===== src/rtl/sat_mac_pkg.sv =====
package sat_mac_pkg;
  typedef struct packed {
    logic vld;
    logic clr;
  } mac_ctl_t;
endpackage


===== src/rtl/sat_mac_mul.sv =====
module sat_mac_mul
  import sat_mac_pkg::*;
#(
  parameter int DATA_W = 16,
  localparam int PROD_W = 2 * DATA_W
) (
  input  logic                     clk_i,
  input  logic                     rst_ni,
  input  mac_ctl_t                 ctl_i,
  input  logic signed [DATA_W-1:0] a_i,
  input  logic signed [DATA_W-1:0] b_i,
  output logic signed [PROD_W-1:0] prod_o,
  output mac_ctl_t                 ctl_o
);
  logic signed [PROD_W-1:0] a_ext, b_ext, raw, prod_d;
  logic both_min;

  assign a_ext = {{DATA_W{a_i[DATA_W-1]}}, a_i};
  assign b_ext = {{DATA_W{b_i[DATA_W-1]}}, b_i};
  assign raw   = a_ext * b_ext;
  // -1 x -1 is the only product outside Q1.31
  assign both_min = (a_i == {1'b1, {(DATA_W-1){1'b0}}}) &&
                    (b_i == {1'b1, {(DATA_W-1){1'b0}}});
  assign prod_d = both_min ? {1'b0, {(PROD_W-1){1'b1}}} : (raw <<< 1);

  always_ff @(posedge clk_i or negedge rst_ni) begin
    if (!rst_ni) begin
      prod_o <= '0;
      ctl_o  <= '0;
    end else begin
      ctl_o <= ctl_i;
      if (ctl_i.vld) prod_o <= prod_d;
    end
  end
endmodule


===== src/rtl/sat_mac_acc.sv =====
module sat_mac_acc
  import sat_mac_pkg::*;
#(
  parameter int DATA_W  = 16,
  parameter int GUARD_W = 8,
  localparam int PROD_W = 2 * DATA_W,
  localparam int ACC_W  = PROD_W + GUARD_W
) (
  input  logic                     clk_i,
  input  logic                     rst_ni,
  input  mac_ctl_t                 ctl_i,
  input  logic signed [PROD_W-1:0] prod_i,
  output logic signed [ACC_W-1:0]  acc_o,
  output mac_ctl_t                 ctl_o
);
  logic signed [ACC_W-1:0] base, acc_d;
  logic signed [ACC_W:0]   sum;

  assign base = ctl_i.clr ? '0 : acc_o;
  assign sum  = {base[ACC_W-1], base} + {{(GUARD_W+1){prod_i[PROD_W-1]}}, prod_i};

  always_comb begin
    acc_d = sum[ACC_W-1:0];
    if (sum[ACC_W] != sum[ACC_W-1])
      acc_d = sum[ACC_W] ? {1'b1, {(ACC_W-1){1'b0}}} : {1'b0, {(ACC_W-1){1'b1}}};
  end

  always_ff @(posedge clk_i or negedge rst_ni) begin
    if (!rst_ni) begin
      acc_o <= '0;
      ctl_o <= '0;
    end else begin
      ctl_o <= ctl_i;
      if (ctl_i.vld) acc_o <= acc_d;
    end
  end
endmodule


===== src/rtl/sat_mac_out.sv =====
module sat_mac_out
  import sat_mac_pkg::*;
#(
  parameter int DATA_W  = 16,
  parameter int GUARD_W = 8,
  localparam int PROD_W = 2 * DATA_W,
  localparam int ACC_W  = PROD_W + GUARD_W,
  localparam int HI_W   = ACC_W - PROD_W + 2
) (
  input  logic                     clk_i,
  input  logic                     rst_ni,
  input  mac_ctl_t                 ctl_i,
  input  logic signed [ACC_W-1:0]  acc_i,
  output logic        [DATA_W-1:0] res_o,
  output logic                     vld_o,
  output logic                     ovf_o
);
  logic signed [ACC_W:0] rnd;
  logic [HI_W-1:0]   hi;
  logic [DATA_W-1:0] res_d;
  logic              sat_pos, sat_neg;

  assign rnd     = {acc_i[ACC_W-1], acc_i} + (ACC_W+1)'(1 << (DATA_W - 1));
  // result fits when bits ACC_W..PROD_W-1 are all equal
  assign hi      = rnd[ACC_W:PROD_W-1];
  assign sat_pos = !rnd[ACC_W] && (|hi);
  assign sat_neg =  rnd[ACC_W] && !(&hi);

  always_comb begin
    res_d = rnd[PROD_W-1:DATA_W];
    if (sat_pos) res_d = {1'b0, {(DATA_W-1){1'b1}}};
    if (sat_neg) res_d = {1'b1, {(DATA_W-1){1'b0}}};
  end

  always_ff @(posedge clk_i or negedge rst_ni) begin
    if (!rst_ni) begin
      res_o <= '0;
      vld_o <= 1'b0;
      ovf_o <= 1'b0;
    end else begin
      vld_o <= ctl_i.vld;
      if (ctl_i.vld) begin
        res_o <= res_d;
        ovf_o <= (ovf_o && !ctl_i.clr) || sat_pos || sat_neg;
      end
    end
  end
endmodule


===== src/rtl/sat_mac.sv =====
module sat_mac
  import sat_mac_pkg::*;
#(
  parameter int DATA_W  = 16,
  parameter int GUARD_W = 8
) (
  input  logic              clk_i,
  input  logic              rst_ni,
  input  logic              valid_i,
  input  logic              start_i,
  input  logic [DATA_W-1:0] a_i,
  input  logic [DATA_W-1:0] b_i,
  output logic [DATA_W-1:0] result_o,
  output logic              res_valid_o,
  output logic              ovf_o
);
  localparam int PROD_W = 2 * DATA_W;
  localparam int ACC_W  = PROD_W + GUARD_W;

  mac_ctl_t ctl_in, ctl_mul, ctl_acc;
  logic signed [PROD_W-1:0] prod;
  logic signed [ACC_W-1:0]  acc;

  assign ctl_in.vld = valid_i;
  assign ctl_in.clr = start_i;

  sat_mac_mul #(.DATA_W(DATA_W)) u_mul (
    .clk_i (clk_i), .rst_ni(rst_ni), .ctl_i(ctl_in),
    .a_i   ($signed(a_i)), .b_i($signed(b_i)),
    .prod_o(prod), .ctl_o(ctl_mul)
  );

  sat_mac_acc #(.DATA_W(DATA_W), .GUARD_W(GUARD_W)) u_acc (
    .clk_i(clk_i), .rst_ni(rst_ni), .ctl_i(ctl_mul),
    .prod_i(prod), .acc_o(acc), .ctl_o(ctl_acc)
  );

  sat_mac_out #(.DATA_W(DATA_W), .GUARD_W(GUARD_W)) u_out (
    .clk_i(clk_i), .rst_ni(rst_ni), .ctl_i(ctl_acc), .acc_i(acc),
    .res_o(result_o), .vld_o(res_valid_o), .ovf_o(ovf_o)
  );
endmodule


===== config.mk =====
export PLATFORM = sky130hd
export DESIGN_NAME = sat_mac
export DESIGN_NICKNAME = d
export VERILOG_FILES = /design/src/rtl/sat_mac_pkg.sv /design/src/rtl/sat_mac_mul.sv /design/src/rtl/sat_mac_acc.sv /design/src/rtl/sat_mac_out.sv /design/src/rtl/sat_mac.sv
export SDC_FILE = /design/constraint.sdc
export NUM_CORES = 1
export LEC_CHECK = 0
export BUFFER_PORTS_ARGS = -buffer_cell sky130_fd_sc_hd__buf_2
export CAP_MARGIN = 10
export CORE_MARGIN = 3
export CORE_UTILIZATION = 69
export CTS_BUF_LIST = sky130_fd_sc_hd__clkbuf_4 sky130_fd_sc_hd__clkbuf_8 sky130_fd_sc_hd__clkbuf_16
export CTS_CLUSTER_DIAMETER = 50
export DETAILED_ROUTE_END_ITERATION = 12
export PLACE_DENSITY = 0.92
export REMOVE_ABC_BUFFERS = 1
export SLEW_MARGIN = 20
export SYNTH_ARGS = -nofsm -noshare
export SYNTH_HDL_FRONTEND = slang
export SYNTH_SLANG_ARGS = --single-unit

===== constraint.sdc =====
create_clock -name clk_i -period 9.7 [get_ports clk_i]
set_input_delay 0.485 -clock clk_i [delete_from_list [all_inputs] [get_ports clk_i]]
set_output_delay 0.485 -clock clk_i [all_outputs]
set_load 0.03 [all_outputs]

# == Yosys cells after proc, flatten, opt, wreduce, memory -nomap -nowiden ==
# Index checks and enable logic that the tools add are counted.
# op_classes
reduce_logical,11
n_mux,6
add_sub_neg,2
n_mul,1
n_eq_ne,3
# ops
op,count
$mux W40,3
$add A40 B17 Y41 const B,1
$add A40 B32 Y41,1
$eq A16 B16 Y1 const B,2
$mux W16,2
$mux W32,1
$mul A16 B16 Y31,1
$reduce_and A10 Y1,1
$reduce_or A10 Y1,1
$logic_and A1 B1 Y1,4
$logic_not A1 Y1,3
$logic_or A1 B1 Y1,2
$ne A1 B1 Y1,1
# word_totals
output_inout_bits,18
word_cells,32
input_bits,36
reg_bits,94

# == Logic depth before layout (Yosys ltp) ==
# Gate-level depths: netlist (run 1).
# logic_depth
depth_word,5
ltp_mapped,25

# == Cells and area by module ==
# From an unflattened synthesis (run 1), not the netlist that was laid out.
# unflattened
cells_unflattened,1923
hier_area_um2,16786.1
# modules_own_cells
module,seq_area_each_um2,area_per_inst_um2,instances,cells_each
sat_mac_mul,850.8,10989.3,1,1189
sat_mac_acc,1051.0,4401.7,1,589
sat_mac_out,450.4,1395.1,1,145

# == Least setup slack after synthesis (run 1) ==
# No wires, ideal clock.
# synth_path
kind,in2reg
start,in b_i[5]
end,reg u_mul.prod_o[28]
setup_slack_ps,3259
setup_ps,121
stages,22
arrival_ps,6319
n_path_buf,1
cell_sequence,clkbuf_1 and2_1 fa_1 inv_1 fa_1 fa_1 inv_1 fa_1 fa_1 inv_1 fa_1 inv_1 ha_1 and4_1 a211o_1 a311o_1 a2111oi_0 nor3_1 a21o_1 a211oi_1 xnor2_1 o22a_1
# synth_via
elab_chain_cells,3
# synth_lines
item,line,source
from (decl),sat_mac.sv:12,"input logic [DATA_W-1:0] b_i,"
"parallel branches: the longest is 2 deep, another holds $mul A16 B16 Y31",--,
$mux W32 *,sat_mac_mul.sv:24,"assign prod_d = both_min ? {1'b0, {(PROD_W-1){1'b1}}} : (raw <<< 1);"
to (signal assigned),sat_mac_mul.sv:32,if (ctl_i.vld) prod_o <= prod_d;
to (decl),sat_mac_mul.sv:12,"output logic signed [PROD_W-1:0] prod_o,"
# Mark *: on every way between the ends.
# A chain may end at the register's enable or synchronous reset.

# == Worst setup path after layout (run 1) ==
# layout_path
start,in b_i[6]
end,reg u_mul.prod_o[24]
# The elaborated chain is that of the path after synthesis.

==> run summary, run 1 <==
Max cap viols: 0
DRT Pass-1 Iters: 7
Multi-input combinational cell area: 12500 µm²
Buffers on Ports: 53
Crit end category: register
Initial Utilization: 70.2%
I/O pins: 54
CTS tree: done
Flop2flop setup slack: 4.83 ns
Reg2reg start: u_mul.ctl_o[0]
Core ar.: 23500 µm²
Post-layout min period: 6.65 ns
DR WL/cell: 18.2 µm
RSZ-0062 raised after global routing: no
FF+latch count, synth: 94
DR iter-0 viols: 1322
WP data required: 9.95 ns
Drt total wl: 39600 µm
Max_slew headroom: 36.9%
ANT cells: 0
Tot GR Track Use: 32.1%
Chip width: 161 µm
Syn avg cell area: 8.84 µm²
R2R depth: 16
Grt total ovfl: 0
Fraction of final layout cells sized beyond drive strength 1: 5.18%
Synth cell types: 70
Pin count of the biggest net entering global routing: 55
First-pass GRT wire length: 67900 µm
Top cells by area, synth: fa_1 31%, dfrtp_1 14%, ha_1 9.2%, inv_1 7.7%, and2_1 4.6%
Synth warn: 0
Setup TNS: 0 ns
CTS buffer count: 9
Register area share after synthesis: 14.2%
Die height: 161 µm
Met1 Usage GRT: 38.2%
Placed Cells: 2159
Yosys top cell area share: 31.1%
Final period utilization: 68.6%
Filler instances: 1691
Vias in the first global route: 14516
Fin cells: 2173
Finish-stage setup viols: 0
Clk buf depth: 2
Busiest grt layer: met2
Worst-Margin Slew: 0.943 ns
Cts repair resizes: 0
Fin nets: 2265
Max FO, Critical Path: 17
Setup bufs post-CTS: 0
Met2 GRT Util: 56.9%
Clk root buf: clkbuf_16
WP data arrival: 6.90 ns
CTS sink count: 94
Worst hold path type: in2async
Skew final: 0.0124 ns
Met3 GRT Util: 5.42%
HPWL Detailed: 30400 µm
Worst skew pair latency: 0.35 ns
Final slew viol count: 0
Fmax: 150 MHz
Status: completed
Post-synth EDFFs: 0
Initial antenna violation count: 0
Worst setup SP type: primary input
Post-DRT Antenna Nets: 0
DRC Markers: 0
Row count: 56
Cell accounting for the most synthesized area: fa_1
RR Endpoint: u_acc.acc_o[20]
Synth Cell Area: 16500 µm²
Final-report hold violation count: 0
Area delta synth->final: 4.13%
H-Tree Level Count: 3
Clk slew on worst S/H paths: 0.07 ns
Post-Syn Instances: 1870
Synth Flop Type: dfrtp_1
Die area: 25900 µm²
Vias: 13398
Routed vias/inst: 6.17
RD Place Congestion: 0.941
Path type of the worst setup path: in2reg
Sequential cell area: 2350 µm²
Hold-fix buffers, CTS: 0
Async SR Flop Fraction: 100%
-- area by class of cell --
cell class | count | share of cell area, %
Tap cell | 319 | 2.32
Clock inverter | 5 | 0.494
Multi-Input combinational cell | 1343 | 72.9
Sequential cell | 94 | 13.7
Timing Repair Buffer | 61 | 1.90
Clock buffer | 9 | 1.31
Inverter | 342 | 7.46
-- cell usage after synthesis, drive strengths merged (4+ instances only) --
cell type / number
inv: 341
fa: 257
nand2: 170
and2: 123
ha: 121
dfrtp: 94
a21oi: 91
clkbuf: 82
o21ai: 76
xnor2: 72
nor2: 58
nor2b: 41
a21o: 34
o22a: 28
o211ai: 24
nand3: 21
nor3: 18
o2bb2ai: 18
nand2b: 17
nand4: 16
and3: 15
xor2: 14
nor4: 10
a211o: 9
buf: 9
o21bai: 9
o22ai: 9
a211oi: 8
maj3: 7
a31o: 6
o21a: 6
or3: 6
a22o: 5
a31oi: 5
mux2: 5
o2111ai: 5
and4: 4
nor3b: 4
-- per-stage QoR --
| stage | cell area [µm²] | utilization [%] | hold WS [ns] | worst slack (ns) |
|---|---|---|---|---|
| 2_1_floorplan | 16200 | - | 0.189 | 3.34 |
| 3_3_place_gp | 16900 | 71.8 | 0.464 | 2.90 |
| 3_5_place_dp | 16900 | 71.8 | 0.474 | 2.73 |
| 6_report | 17200 | 73.1 | 0.120 | 3.05 |
| 5_1_grt | 17200 | 73.1 | 0.166 | 2.69 |
| 4_1_cts | 17200 | 73.1 | 0.152 | 3.10 |
-- state kept, by name (all words and copies together), names as in the netlist --
signal / flops
u_out.res_o: 16
u_out.ovf_o: 1
u_mul.ctl_o: 2
u_acc.ctl_o: 2
u_out.vld_o: 1
u_mul.prod_o: 32
u_acc.acc_o: 40
-- worst max-delay path: stages --
cell       delay, ns
buf_2           0.20
and2_1          0.21
fa_1            0.54
inv_1           0.06
fa_1            0.56
fa_1            0.44
fa_1            0.49
inv_1           0.06
fa_1            0.53
inv_1           0.07
fa_1            0.53
inv_1           0.04
ha_1            0.36
a21oi_1         0.17
a21boi_0        0.13
a211o_1         0.30
a311o_1         0.35
a2111oi_0       0.39
nor3_1          0.21
a31o_2          0.29
a21oi_1         0.21
nor3_1          0.07
a211oi_1        0.19
-- routing by layer --
| metal | up-vias | wire (µm) |
|---|---|---|
| li1 | 5969 | - |
| met1 | 6599 | 14300 |
| met2 | 641 | 20300 |
| met3 | 189 | 2860 |
| met4 | 0 | 2150 |
| met5 | - | 0 |
-- kinds of logic after synthesis --
logic type | after synthesis | synth area share (%)
adder cells (fa/ha/maj) | 385 | 40.7
buffers and inverters | 433 | 9.97
AND/OR/NAND/NOR | 509 | 15.7
multiplexers | 5 | 0.340
XOR/XNOR | 86 | 4.56
flip-flops | 94 | 14.2
AO/OA/AOI/OAI | 358 | 14.4
-- placed cells by master (no fill, tap or decap), types with 13 or more instances in the layout --
| cell | Yosys | routed |
|---|---|---|
| inv_1 | 341 | 341 |
| fa_1 | 257 | 257 |
| nand2_1 | 170 | 170 |
| and2_1 | 122 | 122 |
| ha_1 | 121 | 121 |
| dfrtp_1 | 94 | 94 |
| a21oi_1 | 91 | 91 |
| xnor2_1 | 72 | 72 |
| nor2_1 | 58 | 58 |
| o21ai_0 | 55 | 54 |
| buf_2 | 4 | 52 |
| nor2b_1 | 41 | 41 |
| a21o_1 | 34 | 34 |
| o22a_1 | 28 | 28 |
| o211ai_1 | 23 | 23 |
| nand3_1 | 21 | 21 |
| o21ai_1 | 21 | 21 |
| nor3_1 | 18 | 18 |
| o2bb2ai_1 | 18 | 18 |
| nand2b_1 | 17 | 17 |
| nand4_1 | 16 | 16 |
| and3_1 | 14 | 14 |
| xor2_1 | 14 | 13 |
-- worst max path at each step --
stage / from / to / slack (ns) / cells past startpoint
final: b_i[6] / u_mul.prod_o[24] / 3.05 / 23
after global routing: b_i[6] / u_mul.prod_o[24] / 2.69 / 23
after CTS: b_i[6] / u_mul.prod_o[28] / 3.10 / 23
after detailed placement: b_i[6] / u_mul.prod_o[28] / 2.73 / 23
after global placement: b_i[6] / u_mul.prod_o[28] / 2.90 / 22
after floorplan: b_i[6] / u_mul.prod_o[24] / 3.34 / 21
Power of run 1 is not shown: default switching activity piles up to over one toggle a cycle in this logic, so the estimate is an artifact.
==> run 2: changes to the inputs <==
--- a/config.mk
+++ b/config.mk
@@ -8,11 +8,11 @@
 export BUFFER_PORTS_ARGS = -buffer_cell sky130_fd_sc_hd__buf_2
 export CAP_MARGIN = 10
 export CORE_MARGIN = 3
-export CORE_UTILIZATION = 69
+export CORE_UTILIZATION = 59
 export CTS_BUF_LIST = sky130_fd_sc_hd__clkbuf_4 sky130_fd_sc_hd__clkbuf_8 sky130_fd_sc_hd__clkbuf_16
 export CTS_CLUSTER_DIAMETER = 50
 export DETAILED_ROUTE_END_ITERATION = 12
-export PLACE_DENSITY = 0.92
+export PLACE_DENSITY = 0.84
 export REMOVE_ABC_BUFFERS = 1
 export SLEW_MARGIN = 20
 export SYNTH_ARGS = -nofsm -noshare
==> constraint.sdc (replaced) <==
create_clock -name clk_i -period 5.4 [get_ports clk_i]
set_input_delay 0.27 -clock clk_i [delete_from_list [all_inputs] [get_ports clk_i]]
set_output_delay 0.27 -clock clk_i [all_outputs]
set_load 0.03 [all_outputs]
==> run 2 against run 1 <==
Effect of this change:
- the flow now finishes with violations (negative setup slack)
- sequential share of layout area shrank 1.2 points
- final area grew 9.5%
- wire length grew 9.0%
- critical path type unchanged
==> run summary, run 2 (synthesis results as in run 1) <==
Final-report hold violation count: 0 (unchanged)
RSZ-0062 raised after global routing: yes
Post-DRT Antenna Nets: 0 (unchanged)
WP data arrival: 5.96 ns (-0.94 ns)
Number of flip-flops in the largest register: 40 (unchanged)
Violated checks: negative setup slack
Worst skew pair latency: 0.36 ns (about the same)
Final worst slack: -0.317 ns (-3.36 ns)
Grt total ovfl: 0 (unchanged)
Worst hold path type: in2reg
Fraction of final layout cells sized beyond drive strength 1: 15.5% (+10 points)
Fmax: 175 MHz
Clk buf depth: 2 (unchanged)
Die area: 30100 µm² (+16%)
Path type of the worst setup path: in2reg
Skew final: 0.00926 ns (-0.00311 ns)
Met1 Usage GRT: 37.1% (-1.1 points)
WP data required: 5.64 ns (-4.31 ns)
Worst-Margin Slew: 0.994 ns (+0.0507 ns)
Met3 GRT Util: 5.08% (-0.34 points)
Routed vias/inst: 5.83 (-5.5%)
Post-layout min period: 5.72 ns
Final slew viol count: 0 (unchanged)
Drt total wl: 43200 µm (+9.0%)
Vias in the first global route: 14901 (+2.7%)
H-Tree Level Count: 3 (unchanged)
Chip width: 173 µm (+7.8%)
Pin count of the biggest net entering global routing: 68 (+24%)
ANT cells: 0 (unchanged)
I/O pins: 54 (unchanged)
Row count: 60 (+7.1%)
Largest Register: u_acc.acc_o
Core ar.: 27300 µm² (+16%)
Crit end category: register
Buffers on Ports: 53 (unchanged)
Final period utilization: 106%
Vias: 13883 (+3.6%)
Max cap viols: 0 (unchanged)
Worst setup SP type: primary input
HPWL Detailed: 33300 µm (+9.5%)
Hold Worst Slack: 0.108 ns (-0.0119 ns)
DRT Pass-1 Iters: 5 (-2)
Busiest grt layer: met2
First-pass GRT wire length: 72100 µm (+6.2%)
Initial antenna violation count: 0 (unchanged)
CTS buffer count: 9 (unchanged)
Met2 GRT Util: 50.5% (-6.5 points)
Core Util, Final: 69.2% (-3.9 points)
CTS sink count: 94 (unchanged)
Area delta synth->final: 14.1%
Commonest non-fill, non-tap cell in the layout: inv_1
RD Place Congestion: 0.966 (+2.7%)
Fin nets: 2419 (+6.8%)
Clk slew on worst S/H paths: 0.07 ns (about the same)
Initial Utilization: 60.7% (-9.6 points)
Die height: 173 µm (+7.8%)
Status: finished, violations left
Max FO, Critical Path: 5 (-12)
Max_slew headroom: 33.2% (-3.7 points)
DR iter-0 viols: 1188 (-10%)
DR WL/cell: 18.1 µm (-0.53%)
Tot GR Track Use: 29.2% (-2.9 points)
Finish-stage setup viols: 11 (+11)
DRC Markers: 0 (unchanged)
Clk root buf: clkbuf_16
CTS tree: done
Highest-count cells in the layout ignoring fill and taps: 334 x inv_1, 243 x fa_1, 169 x nand2_1, 156 x buf_4, 112 x and2_1
Biggest registers after layout: u_acc.acc_o: 40 flops, u_mul.prod_o: 32 flops, u_out.res_o: 16 flops
[run 2: cell type report]
type | instances | area (µm²)
clock buffers | 11 | 246
repair buffers | 215 | 1600
well taps | 372 | 465
multi-input cells | 1343 | 12800
flip-flops and latches | 94 | 2350
fillers | 1937 | 8390
inverters | 342 | 1280
clock inverters | 5 | 63.8
[run 2: repair_timing]
item / CTS / global route
endpoints found under the hold margin: 27 / 0
hold buffers: 1 / 0
gates resized for setup: 81 / 16
setup endpoints to repair: 14 / 15
setup buffers: 10 / 0
pin swaps: 63 / 21
[run 2: path summary, 6_finish.rpt]
kind | endpoint | slack (ns) | cells after the start | from
worst max register to register | u_acc.acc_o[9] | 0.57 | 15 | u_mul.ctl_o[0]
max in group asynchronous | u_mul.prod_o[23] | 3.84 | 3 | rst_ni
min in group asynchronous | u_out.res_o[2] | 0.37 | 2 | rst_ni
worst min register to register | u_acc.acc_o[14] | 0.48 | 1 | u_acc.acc_o[14]
worst min-delay path | u_mul.ctl_o[0] | 0.11 | 1 | start_i
worst max-delay path | u_mul.prod_o[26] | -0.32 | 24 | b_i[6]
[run 2: routing by layer]
| metal | vias to the layer above | wire length, µm |
|---|---|---|
| li1 | 6283 | - |
| met1 | 6879 | 16800 |
| met2 | 569 | 21500 |
| met3 | 152 | 3210 |
| met4 | 0 | 1670 |
| met5 | - | 0 |
[run 2: worst max-delay path: stages]
cell       delay [ns]
buf_4            0.14
buf_4            0.15
and2_4           0.16
fa_1             0.44
inv_2            0.07
fa_2             0.44
fa_2             0.55
inv_1            0.08
ha_4             0.25
fa_1             0.56
inv_1            0.07
fa_1             0.53
inv_1            0.06
ha_4             0.23
and4_1           0.19
a211o_1          0.27
a311o_1          0.37
a2111oi_4        0.31
nor3_2           0.11
a21o_1           0.21
buf_4            0.14
a21oi_2          0.12
xnor2_1          0.08
o22a_1           0.15
[run 2: per-stage QoR]
step | instances | setup TNS [ns] | setup WS [ns] | cell area, µm²
floorplan | 1779 | -5.36 | -0.745 | 16200
finish | 2382 | -1.97 | -0.317 | 18900
CTS | 2382 | -1.87 | -0.383 | 18800
global placement | 2355 | -11.38 | -1.06 | 18100
global route | 2382 | -4.23 | -0.468 | 18900
detailed placement | 2355 | -13.01 | -1.20 | 18100
Power of run 2 is left out for the same reason.
==> run 3: changes to the inputs <==
--- a/config.mk
+++ b/config.mk
@@ -7,12 +7,15 @@
 export LEC_CHECK = 0
 export BUFFER_PORTS_ARGS = -buffer_cell sky130_fd_sc_hd__buf_2
 export CAP_MARGIN = 10
+export CELL_PAD_IN_SITES_DETAIL_PLACEMENT = 1
+export CELL_PAD_IN_SITES_GLOBAL_PLACEMENT = 1
 export CORE_MARGIN = 3
-export CORE_UTILIZATION = 59
+export CORE_UTILIZATION = 46
 export CTS_BUF_LIST = sky130_fd_sc_hd__clkbuf_4 sky130_fd_sc_hd__clkbuf_8 sky130_fd_sc_hd__clkbuf_16
 export CTS_CLUSTER_DIAMETER = 50
+export CTS_CLUSTER_SIZE = 30
 export DETAILED_ROUTE_END_ITERATION = 12
-export PLACE_DENSITY = 0.84
+export PLACE_DENSITY_LB_ADDON = 0.25
 export REMOVE_ABC_BUFFERS = 1
 export SLEW_MARGIN = 20
 export SYNTH_ARGS = -nofsm -noshare
==> run 3 against run 2 <==
Effect of this change:
- cell count rose by 3.9%
- via count fell by 0.35%
- critical endpoint is now u_mul.prod_o[22]
- the run still ends with negative setup slack left
- highest routed layer unchanged
- utilization fell by 15 points
- largest cell class unchanged
- register-to-register slack improved by 0.11 ns
- die area rose by 27%
- maximum frequency fell by 0.40%
- final area rose by 1.3%
- sequential cell count did not move
- sequential share of layout area fell by 0.16 points
- global-route usage fell by 3.2 points
- worst hold slack got worse by 0.0042 ns
==> run summary, run 3 (synthesis results as in run 1) <==
Row count: 68 (+13%)
Routed vias/inst: 5.59 (-4.1%)
Post-layout min period: 5.74 ns (+0.0228 ns)
CTS sink count: 94 (unchanged)
Chip width: 196 µm (+13%)
Worst hold path type: in2reg
Reg2reg start: u_mul.ctl_o[0]
Path type of the worst setup path: in2reg
H-Tree Level Count: 3 (unchanged)
Clk buf depth: 2 (unchanged)
Area delta synth->final: 15.6%
Buffers on Ports: 53 (unchanged)
Pin count of the biggest net entering global routing: 55 (-19%)
Initial Utilization: 47.3% (-13 points)
Worst Hold End: u_mul.ctl_o[0]
First-pass GRT wire length: 80800 µm (+12%)
Violated checks: negative setup slack
Max FO, Critical Path: 4 (-1)
Die area: 38300 µm² (+27%)
Finish-stage setup viols: 14 (+3)
CTS tree: done
DR iter-0 viols: 610 (-49%)
RD Place Congestion: 0.864 (-11%)
Placed Cells: 2446 (+3.9%)
Clk root buf: clkbuf_16
Final worst slack: -0.340 ns (-0.0228 ns)
Max cap viols: 0 (unchanged)
Post-DRT Antenna Nets: 0 (unchanged)
DRT Pass-1 Iters: 7 (+2)
Max_slew headroom: 32.2% (-1.0 points)
RR Endpoint: u_acc.acc_o[34]
Drt total wl: 48600 µm (+12%)
CTS buffer count: 9 (unchanged)
WHS Path Cells: 1 (unchanged)
ANT cells: 0 (unchanged)
DR WL/cell: 19.6 µm (+8.2%)
Vias: 13835 (-0.35%)
Status: finished, violations left
Commonest non-fill, non-tap cell in the layout: inv_1
Skew final: 0.0129 ns (+0.00366 ns)
HPWL Detailed: 38600 µm (+16%)
Vias in the first global route: 15920 (+6.8%)
RSZ-0062 raised after global routing: yes
Final period utilization: 106% (+0.42 points)
Max stage delay on crit path: 0.54 ns (-0.02 ns)
Slowest cell on crit path: fa_1
Biggest registers after layout: u_acc.acc_o: 40 flops, u_mul.prod_o: 32 flops, u_out.res_o: 16 flops
Crit end category: register
Fin cells: 2476 (+3.9%)
Worst-Margin Slew: 1.01 ns (+0.0198 ns)
CP cell instances: buf_8 -> and2_4 -> fa_1 -> inv_2 -> fa_2 -> fa_2 -> fa_1 -> inv_2 -> fa_1 -> inv_2 -> fa_1 -> inv_2 -> ha_4 -> a21oi_4 -> a21boi_2 -> a211o_1 -> a311o_1 -> a2111oi_4 -> nor3_2 -> a31o_2 -> buf_6 -> xor2_2 -> o22a_1
DRC Markers: 0 (unchanged)
Tot GR Track Use: 26.1% (-3.2 points)
Pre-CTS setup slack: -1.33 ns (-0.127 ns)
Core ar.: 35000 µm² (+28%)
Fin nets: 2430 (+0.45%)
Initial antenna violation count: 0 (unchanged)
Setup TNS: -3.16 ns (-1.19 ns)
Final-report hold violation count: 0 (unchanged)
Fmax: 174 MHz (-0.40%)
Highest-count cells in the layout ignoring fill and taps: 329 x inv_1, 246 x fa_1, 169 x nand2_1, 157 x buf_4
Die height: 196 µm (+13%)
Grt total ovfl: 0 (unchanged)
WP data arrival: 5.99 ns (+0.03 ns)
WP data required: 5.65 ns (about the same)
Flop2flop setup slack: 0.68 ns (+0.11 ns)
I/O pins: 54 (unchanged)
Clk slew on worst S/H paths: 0.08 ns (about the same)
Number of flip-flops in the largest register: 40 (unchanged)
Worst skew pair latency: 0.37 ns (about the same)
Worst setup SP type: primary input
Final slew viol count: 0 (unchanged)
Worst Hold Launch: start_i
Fraction of final layout cells sized beyond drive strength 1: 16.3% (+0.81 points)
R2R depth: 14 (-1)
Largest Register: u_acc.acc_o
## run 3: cell types whose count changed in the layout (fill, tap and decap cells not counted), moves of 3 or more
cell | previous run | this run
fa_2 | 14 | 11
buf_2 | 41 | 37
buf_6 | 13 | 26
a21oi_4 | 1 | 4
a21oi_1 | 84 | 81
inv_2 | 7 | 12
inv_1 | 334 | 329
fa_1 | 243 | 246
## run 3: worst max path at each step
stage / from / end / cells after the start / slack [ns]
2_1_floorplan: b_i[6] / u_mul.prod_o[24] / 21 / -0.75
4_1_cts: a_i[7] / u_mul.prod_o[28] / 22 / -0.42
5_1_grt: a_i[7] / u_mul.prod_o[28] / 23 / -0.50
6_report: a_i[7] / u_mul.prod_o[22] / 23 / -0.34
3_3_place_gp: b_i[6] / u_mul.prod_o[28] / 23 / -1.12
3_5_place_dp: b_i[6] / u_mul.prod_o[28] / 23 / -1.33
## run 3: repair_timing
item | in CTS | in global routing
hold buffers | 1 | 0
setup endpoints to repair | 14 | 15
pin swaps | 51 | 23
gates resized for setup | 108 | 19
hold endpoints to repair | 49 | 0
setup buffers | 12 | 1
## run 3: per-stage QoR
| step | hold WS (ns) | utilization [%] | area (µm²) |
|---|---|---|---|
| 4_1_cts | 0.0866 | 54.4 | 19000 |
| 5_1_grt | 0.0842 | 54.6 | 19100 |
| 3_5_place_dp | 0.357 | 52.1 | 18200 |
| 6_report | 0.104 | 54.6 | 19100 |
| 2_1_floorplan | -0.0256 | - | 16200 |
| 3_3_place_gp | 0.368 | 52.1 | 18200 |
## run 3: per-layer routing
| layer | wire, µm | global-route usage [%] | share of wire (%) |
|---|---|---|---|
| met4 | 1760 | 8.77 | 3.6 |
| met3 | 1620 | 3.16 | 3.3 |
| met2 | 25300 | 47.9 | 52 |
| met1 | 19800 | 31.7 | 41 |
| met5 | 0 | 0 | 0 |
## run 3: layout make-up
cell class / count / area [µm²]
flip-flops and latches: 94 / 2350
multi-input cells: 1343 / 12900
fillers: 4077 / 15900
clock inverters: 7 / 72.6
repair buffers: 226 / 1740
inverters: 342 / 1280
clock buffers: 9 / 225
well taps: 455 / 569
## run 3: worst max-delay path, delay by kind of cell
family / cells / cell delay, ns
compound gates: 7 / 1.61
xor+xnor: 1 / 0.14
fa+ha+maj: 7 / 3.26
buf+inv: 6 / 0.41
simple gates: 2 / 0.27
Power of run 3 is left out for the same reason.
